## src/rtl/phy_irq_pkg.sv

```systemverilog
package phy_irq_pkg;
    localparam int DATA_W      = 16;
    localparam int ADR_STAT    = 'h10;
    localparam int ADR_CFG     = 'h11;
    localparam int ADR_INT     = 'h12;
    localparam int B_LINK      = 0;
    localparam int B_SUMMARY   = 7;
    localparam int B_POL       = 3;
    localparam int B_IEN       = 1;
    localparam int B_OE        = 0;
    localparam int B_LNK_EN    = 5;
    localparam int B_LNK_EVT   = 13;

    typedef enum logic {
        LNK_DOWN = 1'b0,
        LNK_UP   = 1'b1
    } link_state_e;
endpackage

```

## src/rtl/phy_irq_link_fsm.sv

```systemverilog
module phy_irq_link_fsm
    import phy_irq_pkg::*;
#(
    parameter int SYNC_STAGES = 2
) (
    input  logic clk,
    input  logic rst_n,
    input  logic link_async,
    output logic link_up,
    output logic link_chg
);
    logic [SYNC_STAGES-1:0] sync_q;
    logic                   link_s;
    link_state_e            state_q, state_d;

    always_ff @(posedge clk or negedge rst_n) begin
        if (!rst_n) sync_q <= '0;
        else        sync_q <= {sync_q[SYNC_STAGES-2:0], link_async};
    end

    assign link_s = sync_q[SYNC_STAGES-1];

    always_ff @(posedge clk or negedge rst_n) begin
        if (!rst_n) state_q <= LNK_DOWN;
        else        state_q <= state_d;
    end

    always_comb begin
        state_d  = state_q;
        link_chg = 1'b0;
        unique case (state_q)
            LNK_DOWN: if (link_s) begin
                state_d  = LNK_UP;
                link_chg = 1'b1;
            end
            LNK_UP: if (!link_s) begin
                state_d  = LNK_DOWN;
                link_chg = 1'b1;
            end
        endcase
    end

    assign link_up = (state_q == LNK_UP);
endmodule

```

## src/rtl/phy_irq_pin.sv

```systemverilog
module phy_irq_pin (
    input  logic irq_en,
    input  logic drv_en,
    input  logic act_high,
    input  logic pending,
    output logic irq_o,
    output logic irq_oe
);
    logic active;

    always_comb begin
        active = irq_en & drv_en & pending;
        irq_o  = act_high ? active : ~active;
        irq_oe = drv_en;
    end
endmodule

```

## src/rtl/phy_irq_regs.sv

```systemverilog
module phy_irq_regs
    import phy_irq_pkg::*;
#(
    parameter int ADDR_W      = 8,
    parameter int SYNC_STAGES = 2
) (
    input  logic              clk,
    input  logic              rst_n,
    input  logic              link_in,
    input  logic [ADDR_W-1:0] addr,
    input  logic [15:0]       wr_data,
    input  logic              wr_en,
    input  logic              rd_en,
    output logic [15:0]       rd_data,
    output logic              irq_o,
    output logic              irq_oe
);
    localparam logic [ADDR_W-1:0] A_STAT = ADDR_W'(ADR_STAT);
    localparam logic [ADDR_W-1:0] A_CFG  = ADDR_W'(ADR_CFG);
    localparam logic [ADDR_W-1:0] A_INT  = ADDR_W'(ADR_INT);

    logic link_up, link_chg;
    logic cfg_pol, cfg_ien, cfg_oe, lnk_en;
    logic evt_lnk, sum_flag;
    logic [DATA_W-1:0] rd_mux;

    phy_irq_link_fsm #(.SYNC_STAGES(SYNC_STAGES)) u_link (
        .clk(clk), .rst_n(rst_n), .link_async(link_in),
        .link_up(link_up), .link_chg(link_chg)
    );

    always_ff @(posedge clk or negedge rst_n) begin
        if (!rst_n) begin
            cfg_pol <= 1'b0;
            cfg_ien <= 1'b0;
            cfg_oe  <= 1'b0;
            lnk_en  <= 1'b0;
        end else if (wr_en) begin
            if (addr == A_CFG) begin
                cfg_pol <= wr_data[B_POL];
                cfg_ien <= wr_data[B_IEN];
                cfg_oe  <= wr_data[B_OE];
            end
            if (addr == A_INT) lnk_en <= wr_data[B_LNK_EN];
        end
    end

    // a new change outranks a clearing read on the same edge
    always_ff @(posedge clk or negedge rst_n) begin
        if (!rst_n) begin
            evt_lnk  <= 1'b0;
            sum_flag <= 1'b0;
        end else begin
            if (link_chg)                       evt_lnk <= 1'b1;
            else if (rd_en && addr == A_INT)    evt_lnk <= 1'b0;
            if (link_chg)                       sum_flag <= 1'b1;
            else if (rd_en && addr == A_STAT)   sum_flag <= 1'b0;
        end
    end

    always_comb begin
        rd_mux = '0;
        unique case (1'b1)
            addr == A_STAT: begin
                rd_mux[B_LINK]    = link_up;
                rd_mux[B_SUMMARY] = sum_flag;
            end
            addr == A_CFG: begin
                rd_mux[B_POL] = cfg_pol;
                rd_mux[B_IEN] = cfg_ien;
                rd_mux[B_OE]  = cfg_oe;
            end
            addr == A_INT: begin
                rd_mux[B_LNK_EN]  = lnk_en;
                rd_mux[B_LNK_EVT] = evt_lnk;
            end
            default: rd_mux = '0;
        endcase
    end

    always_ff @(posedge clk or negedge rst_n) begin
        if (!rst_n)     rd_data <= '0;
        else if (rd_en) rd_data <= rd_mux;
        else            rd_data <= '0;
    end

    phy_irq_pin u_pin (
        .irq_en(cfg_ien), .drv_en(cfg_oe), .act_high(cfg_pol),
        .pending(lnk_en & evt_lnk), .irq_o(irq_o), .irq_oe(irq_oe)
    );
endmodule

```

## config.mk

```make
export PLATFORM = sky130hd
export DESIGN_NAME = phy_irq_regs
export DESIGN_NICKNAME = d
export VERILOG_FILES = /design/src/rtl/phy_irq_pkg.sv /design/src/rtl/phy_irq_link_fsm.sv /design/src/rtl/phy_irq_pin.sv /design/src/rtl/phy_irq_regs.sv
export SDC_FILE = /design/constraint.sdc
export NUM_CORES = 1
export LEC_CHECK = 0
export BUFFER_PORTS_ARGS = -buffer_cell sky130_fd_sc_hd__buf_2
export CAP_MARGIN = 40
export CORE_UTILIZATION = 35
export DETAILED_ROUTE_END_ITERATION = 7
export GPL_ROUTABILITY_DRIVEN = 0
export PLACE_DENSITY = 0.82
export SLEW_MARGIN = 20
export SYNTH_ARGS = -nofsm -noshare
export SYNTH_HDL_FRONTEND = slang
export SYNTH_SLANG_ARGS = --single-unit
export TNS_END_PERCENT = 100
```

## constraint.sdc

```tcl
create_clock -name clk -period 0.85 [get_ports clk]
set_clock_uncertainty 0.05 [all_clocks]
set_input_delay 0.0425 -clock clk [delete_from_list [all_inputs] [get_ports clk]]
set_output_delay 0.0425 -clock clk [all_outputs]
set_load 0.005 [all_outputs]
```

==> flow_summary.ini, run 1 <==
[status]
status = finished, violations left
violations = setup timing

[synth]
syn_inst = 51
synthesis.area_sq_um = 684.4
synth_cell_type_count = 17
ys.flop_type = dfrtp_1
ys_seq_area_share_pct = 54.84
ys_seq_elements = 15
synthTopCellsByCount = dfrtp_1 (15), buf_4 (10), and3_1 (5)
yosysWarnings = 0
synth_top_cell_area_share_pct = 54.84
synth_edf_count = 0
synthMostInstantiatedCell = dfrtp_1
syn_area_per_cell_sq_um = 13.42
ys_top_cells_by_area = dfrtp_1 (55%), buf_4 (11%), nor4b_4 (6.9%)
netlist.top_cell.by_area = dfrtp_1
async_flop_share_pct = 100.0

[grt]
grt_pass1_vias = 471
grt_max_degree = 16
antenna_found_initial = 0
gr-total-overflow = 0
grt_usage_pct = 13.26
grt_pass1_wl_um = 1932

[clocking]
cts-root-buf = clkbuf_4
cts_buffers = 3
h-tree-depth = 1
clock_sinks = 15
cts_tree = done
cts.clk_slew.worst_paths_ns = 0.09
cts.path.max_buffers = 2
insertion_delay_ns = 0.27

[worst_setup_path]
reg2reg_slack_ns = -0.15
critPathLaunchType = flop
crit_path_end = irq_o
crit_buf_inv = 1
worst_r2r_path_depth = 2
worstPathRequired_ns = 0.76
cp-end-kind = primary output
path_max_fanout = 3
cp_top_family = flip-flops
cp.depth = 3
r2r-end = cfg_oe
crit_type = flop to primary output
critPathLaunch = lnk_en
cpMaxStageDelayCell = dfrtp_1
crit_chain = nand4_1 -> xor2_1 -> buf_2
worstReg2RegStart = cfg_oe
max_stage_delay_ns = 0.40
arrival_ns = 1.07

[placement]
hpwl_um = 941.7
port_buffers = 24
pre_cts_ws_ns = -0.3690

[hold_path]
hp-class = primary input to flop

[routing]
wirelength_um = 1260
drt.antenna.violating_nets = 0
drc = 0
drtIter0Drc = 3
drt-pass1-iter-count = 4
vias = 493
viasPerCell = 4.214
routedWlPerCell_um = 10.77

[sta]
setup-violations-final = 12
finalHoldViolations = 0
rsz0062_at_grt = true
fmax_mhz = 862.0
finalWorstSetupSlack_ns = -0.3101
tns_ns = -1.120
min_period_ns = 1.160
fin_crit_sh_pct = 136.5
drv_slew = 0

[die]
start_util_pct = 38.39
row_count = 15
ios = 47
core_area_sq_um = 1783
die_w_um = 46.22
fp.dieArea_sq_um = 2136
die_h_um = 46.22

[pwr]
p_leak_nw = 0.5098
cellPowerDensity_nw_per_um2 = 1336
vdd.ir_drop.worst_mv = 0.7389

[final_layout]
fillCellCount = 164
syn2layout_area_growth_pct = 42.05
drive_gt1_share_pct = 48.91
antenna_cells = 0
postLayoutCoreUtil_pct = 54.53
nNetsFinal = 122

[run]
maxCapViolations = 0
## worst min path at each step
stage                     startpoint     endpoint  slack (ns)  cells past startpoint
after floorplan                rst_n      cfg_ien       -0.30                      0
after global placement         rst_n   rd_data[5]       -0.10                      1
after detailed placement       rst_n  rd_data[13]       -0.09                      1
after CTS                      rd_en     sum_flag        0.02                      3
after global routing           rd_en     sum_flag        0.05                      3
final                          rd_en     sum_flag        0.03                      3
## what timing repair did
action	CTS	global route
resized for setup	4	1
hold endpoints to repair	20	0
setup endpoints to repair	13	15
hold buffers	6	0
buffers inserted	2	1
pin swaps	4	3
## where the power goes
group / internal (W) / total, W / switching, W
combinational: 0.0000908 / 0.000163 / 0.0000725
sequential: 0.000730 / 0.000742 / 0.0000123
clock: 0.000182 / 0.000393 / 0.000212
## per-stage QoR
step / hold slack (ns) / total power, W / instances / instance area [sq um]
floorplan: -0.3031 / 0.0008267 / 60 / 724.4
global placement: -0.1002 / 0.0008770 / 104 / 838.3
detailed placement: -0.09363 / 0.0008819 / 104 / 838.3
CTS: 0.01543 / 0.001308 / 116 / 960.9
global route: 0.04597 / 0.001351 / 117 / 972.2
finish: 0.02622 / 0.001299 / 117 / 972.2
## placed cells by master (no fill, tap or decap)
cell type	n
a21o_1	2
a22oi_2	1
and2_2	1
and3_1	5
buf_2	22
buf_4	8
buf_6	2
clkbuf_1	1
clkbuf_4	3
conb_1	10
dfrtp_1	15
dlygate4sd3_1	6
mux2_1	1
mux2_2	1
mux2_4	2
nand3_1	3
nand3_2	1
nand4_1	1
nor2b_1	1
nor4_2	1
nor4b_2	1
nor4b_4	2
xor2_1	2
## worst reg2reg max path: stages (launching register included)
cell     delay, ns
dfrtp_1       0.40
buf_4         0.15
mux2_1        0.29
## routing by layer
metal / track usage, % / part of all wire (%) / wire, um
met2: 25.07 / 54 / 681
met3: 3.529 / 4.8 / 61
met5: 0 / 0 / 0
met1: 13.51 / 41 / 518
met4: 5.294 / 0 / 0
## kinds of logic after synthesis
family,count (synthesis),synth area share (%)
AND/OR/NAND/NOR,16,21.21
flip-flops,15,54.84
buffers and inverters,10,10.97
multiplexers,4,6.581
AO/OA/AOI/OAI,3,3.290
XOR/XNOR,2,2.560
other,1,0.5479
## sequential cells by signal (all words and copies together) (netlist names)
| register | flops |
|---|---|
| cfg_oe | 1 |
| u_link.sync_q | 2 |
| lnk_en | 1 |
| cfg_ien | 1 |
| sum_flag | 1 |
| cfg_pol | 1 |
| evt_lnk | 1 |
| u_link.link_up | 1 |
| rd_data | 6 |
## final cells by class
| type | instances | area, sq um | area share [%] |
|---|---|---|---|
| well taps | 25 | 31.28 | 3.218 |
| clock buffers | 4 | 26.28 | 2.703 |
| flip-flops and latches | 15 | 375.4 | 38.61 |
| multi-input cells | 35 | 286.5 | 29.47 |
| repair buffers | 38 | 252.7 | 26.00 |
Power figures use the tool's default switching activity.
==> inputs of run 2 (changes only) <==
- RECOVER_POWER: not set -> 25
==> run 2 against run 1 <==
  * The run still ends with setup timing left
  * Wire length about the same
  * Worst setup slack about the same
  * Clock-buffer cell count unchanged
  * Hold slack unchanged
  * Non-clock buffer count unchanged
  * Via count unchanged
  * Critical endpoint unchanged
==> flow_summary.ini, run 2 (synthesis gave the netlist of run 1 again) <==
[sta]
fin_crit_sh_pct = 136.5
setup-violations-final = 12
drv_slew = 0
finalWorstSetupSlack_ns = -0.3101
rsz0062_at_grt = true
finalHoldViolations = 0
fmax_mhz = 862.0
tns_ns = -1.120
hold_slack_ns = 0.02622
min_period_ns = 1.160

[placement]
hpwl_um = 941.7
pre_cts_ws_ns = -0.3690
dp_cells = 104
port_buffers = 24

[clocking]
clock_sinks = 15
cts_buffers = 3
cts.path.max_buffers = 2
cts-root-buf = clkbuf_4
h-tree-depth = 1
cts_tree = done
cts.clk_slew.worst_paths_ns = 0.09
insertion_delay_ns = 0.27

[die]
fp.dieArea_sq_um = 2136
start_util_pct = 38.39
row_count = 15
die_h_um = 46.22
die_w_um = 46.22
core_area_sq_um = 1783
ios = 47

[pwr]
p_sw_share_pct = 22.84
pwr-share-seq_pct = 57.1
cellPowerDensity_nw_per_um2 = 1336
p_leak_nw = 0.5100
vdd.ir_drop.worst_mv = 0.7388
p_sw_w = 0.0002967
p_int_w = 0.001002
p_comb_share_pct = 12.6
p_clk_share_pct = 30.3

[worst_setup_path]
worstReg2RegStart = cfg_oe
arrival_ns = 1.07
crit_chain = nand4_1 -> xor2_1 -> buf_2
max_stage_delay_ns = 0.40
critPathLaunchType = flop
worstPathRequired_ns = 0.76
path_max_fanout = 3
reg2reg_slack_ns = -0.15
crit_type = flop to primary output
cpMaxStageDelayCell = dfrtp_1
crit_buf_inv = 1
r2r-end = cfg_oe
worst_r2r_path_depth = 2
cp-end-kind = primary output
cp_top_family = flip-flops

[grt]
grt_usage_pct = 13.26
grt_pass1_wl_um = 1932
gr-total-overflow = 0
grt_max_degree = 16
grt_pass1_vias = 471
antenna_found_initial = 0

[final_layout]
layout_common_cells = buf_2 (21), dfrtp_1 (15), conb_1 (10), buf_4 (8), dlygate4sd3_1 (6)
antenna_cells = 0
regMostFlops = rd_data
reg_top3 = rd_data x6, u_link.sync_q x2
syn2layout_area_growth_pct = 42.05
drive_gt1_share_pct = 48.91
postLayoutCoreUtil_pct = 54.53
layout_commonest_cell = buf_2
largest_reg_flops = 6
finalNonFillerCells = 117
nNetsFinal = 122

[routing]
drc = 0
viasPerCell = 4.214
drt.antenna.violating_nets = 0
routedWlPerCell_um = 10.76
drtIter0Drc = 3
vias = 493
drt-pass1-iter-count = 4
wirelength_um = 1259

[status]
status = finished, violations left
violations = setup timing

[hold_path]
hp-class = primary input to flop
hold_start = rd_en
holdPathEnd = sum_flag
holdPathStages = 3

[run]
maxCapViolations = 0
==> run 2: changes by cell type in the layout (fill, tap and decap cells not counted) <==
cell	change
buf_2	-1
clkbuf_2	+1
==> run 2: power groups by stage <==
stage / clock network, W / logic, W / registers (W)
finish: 0.000393 / 0.000163 / 0.000742
global route: 0.000426 / 0.000181 / 0.000743
CTS: 0.000403 / 0.000163 / 0.000741
detailed placement: 0 / 0.000126 / 0.000756
global placement: 0 / 0.000122 / 0.000755
floorplan: 0 / 0.0000737 / 0.000753
==> run 2: timing repair <==
item,4_1_cts,5_1_grt
pin swaps,4,3
setup buffers,2,1
resized for setup,4,1
hold buffers,6,0
setup endpoints to repair,13,15
endpoints found under the hold margin,20,0
cloned,0,0
==> run 2: worst max-delay path by stage <==
stage	depth (start not counted)	from	slack, ns	to
global route	3	lnk_en	-0.38	irq_o
global placement	4	addr[6]	-0.34	cfg_oe
floorplan	3	addr[6]	-0.16	cfg_ien
CTS	3	evt_lnk	-0.32	irq_o
detailed placement	4	addr[6]	-0.37	cfg_ien
finish	3	lnk_en	-0.31	irq_o
==> run 2: layout make-up <==
type                       instances  area, sq um
clock buffer                       4        26.28
sequential                        15        375.4
timing repair buffer              38        252.7
tap                               25        31.28
fill                             164        810.8
multi-input combinational         35        286.5
==> run 2: metal layers <==
metal	global-route usage, %	vias to the layer above	wire, um
met5	0	-	0
met4	5.294	0	0
met2	25.07	18	681
met1	13.51	234	517
li1	-	241	-
met3	3.529	0	61
==> run 2: tightest hold or removal path, delay by kind of cell <==
kind                   cells  cell delay (ns)
AO/OA/AOI/OAI              1             0.11
buffers and inverters      1             0.11
AND/OR/NAND/NOR            1             0.06
==> run 2: per-stage QoR <==
| stage | power, W | cell area [sq um] |
|---|---|---|
| 2_1_floorplan | 0.0008267 | 724.4 |
| 3_3_place_gp | 0.0008770 | 838.3 |
| 3_5_place_dp | 0.0008819 | 838.3 |
| 4_1_cts | 0.001308 | 960.9 |
| 5_1_grt | 0.001351 | 972.2 |
| 6_report | 0.001299 | 972.2 |
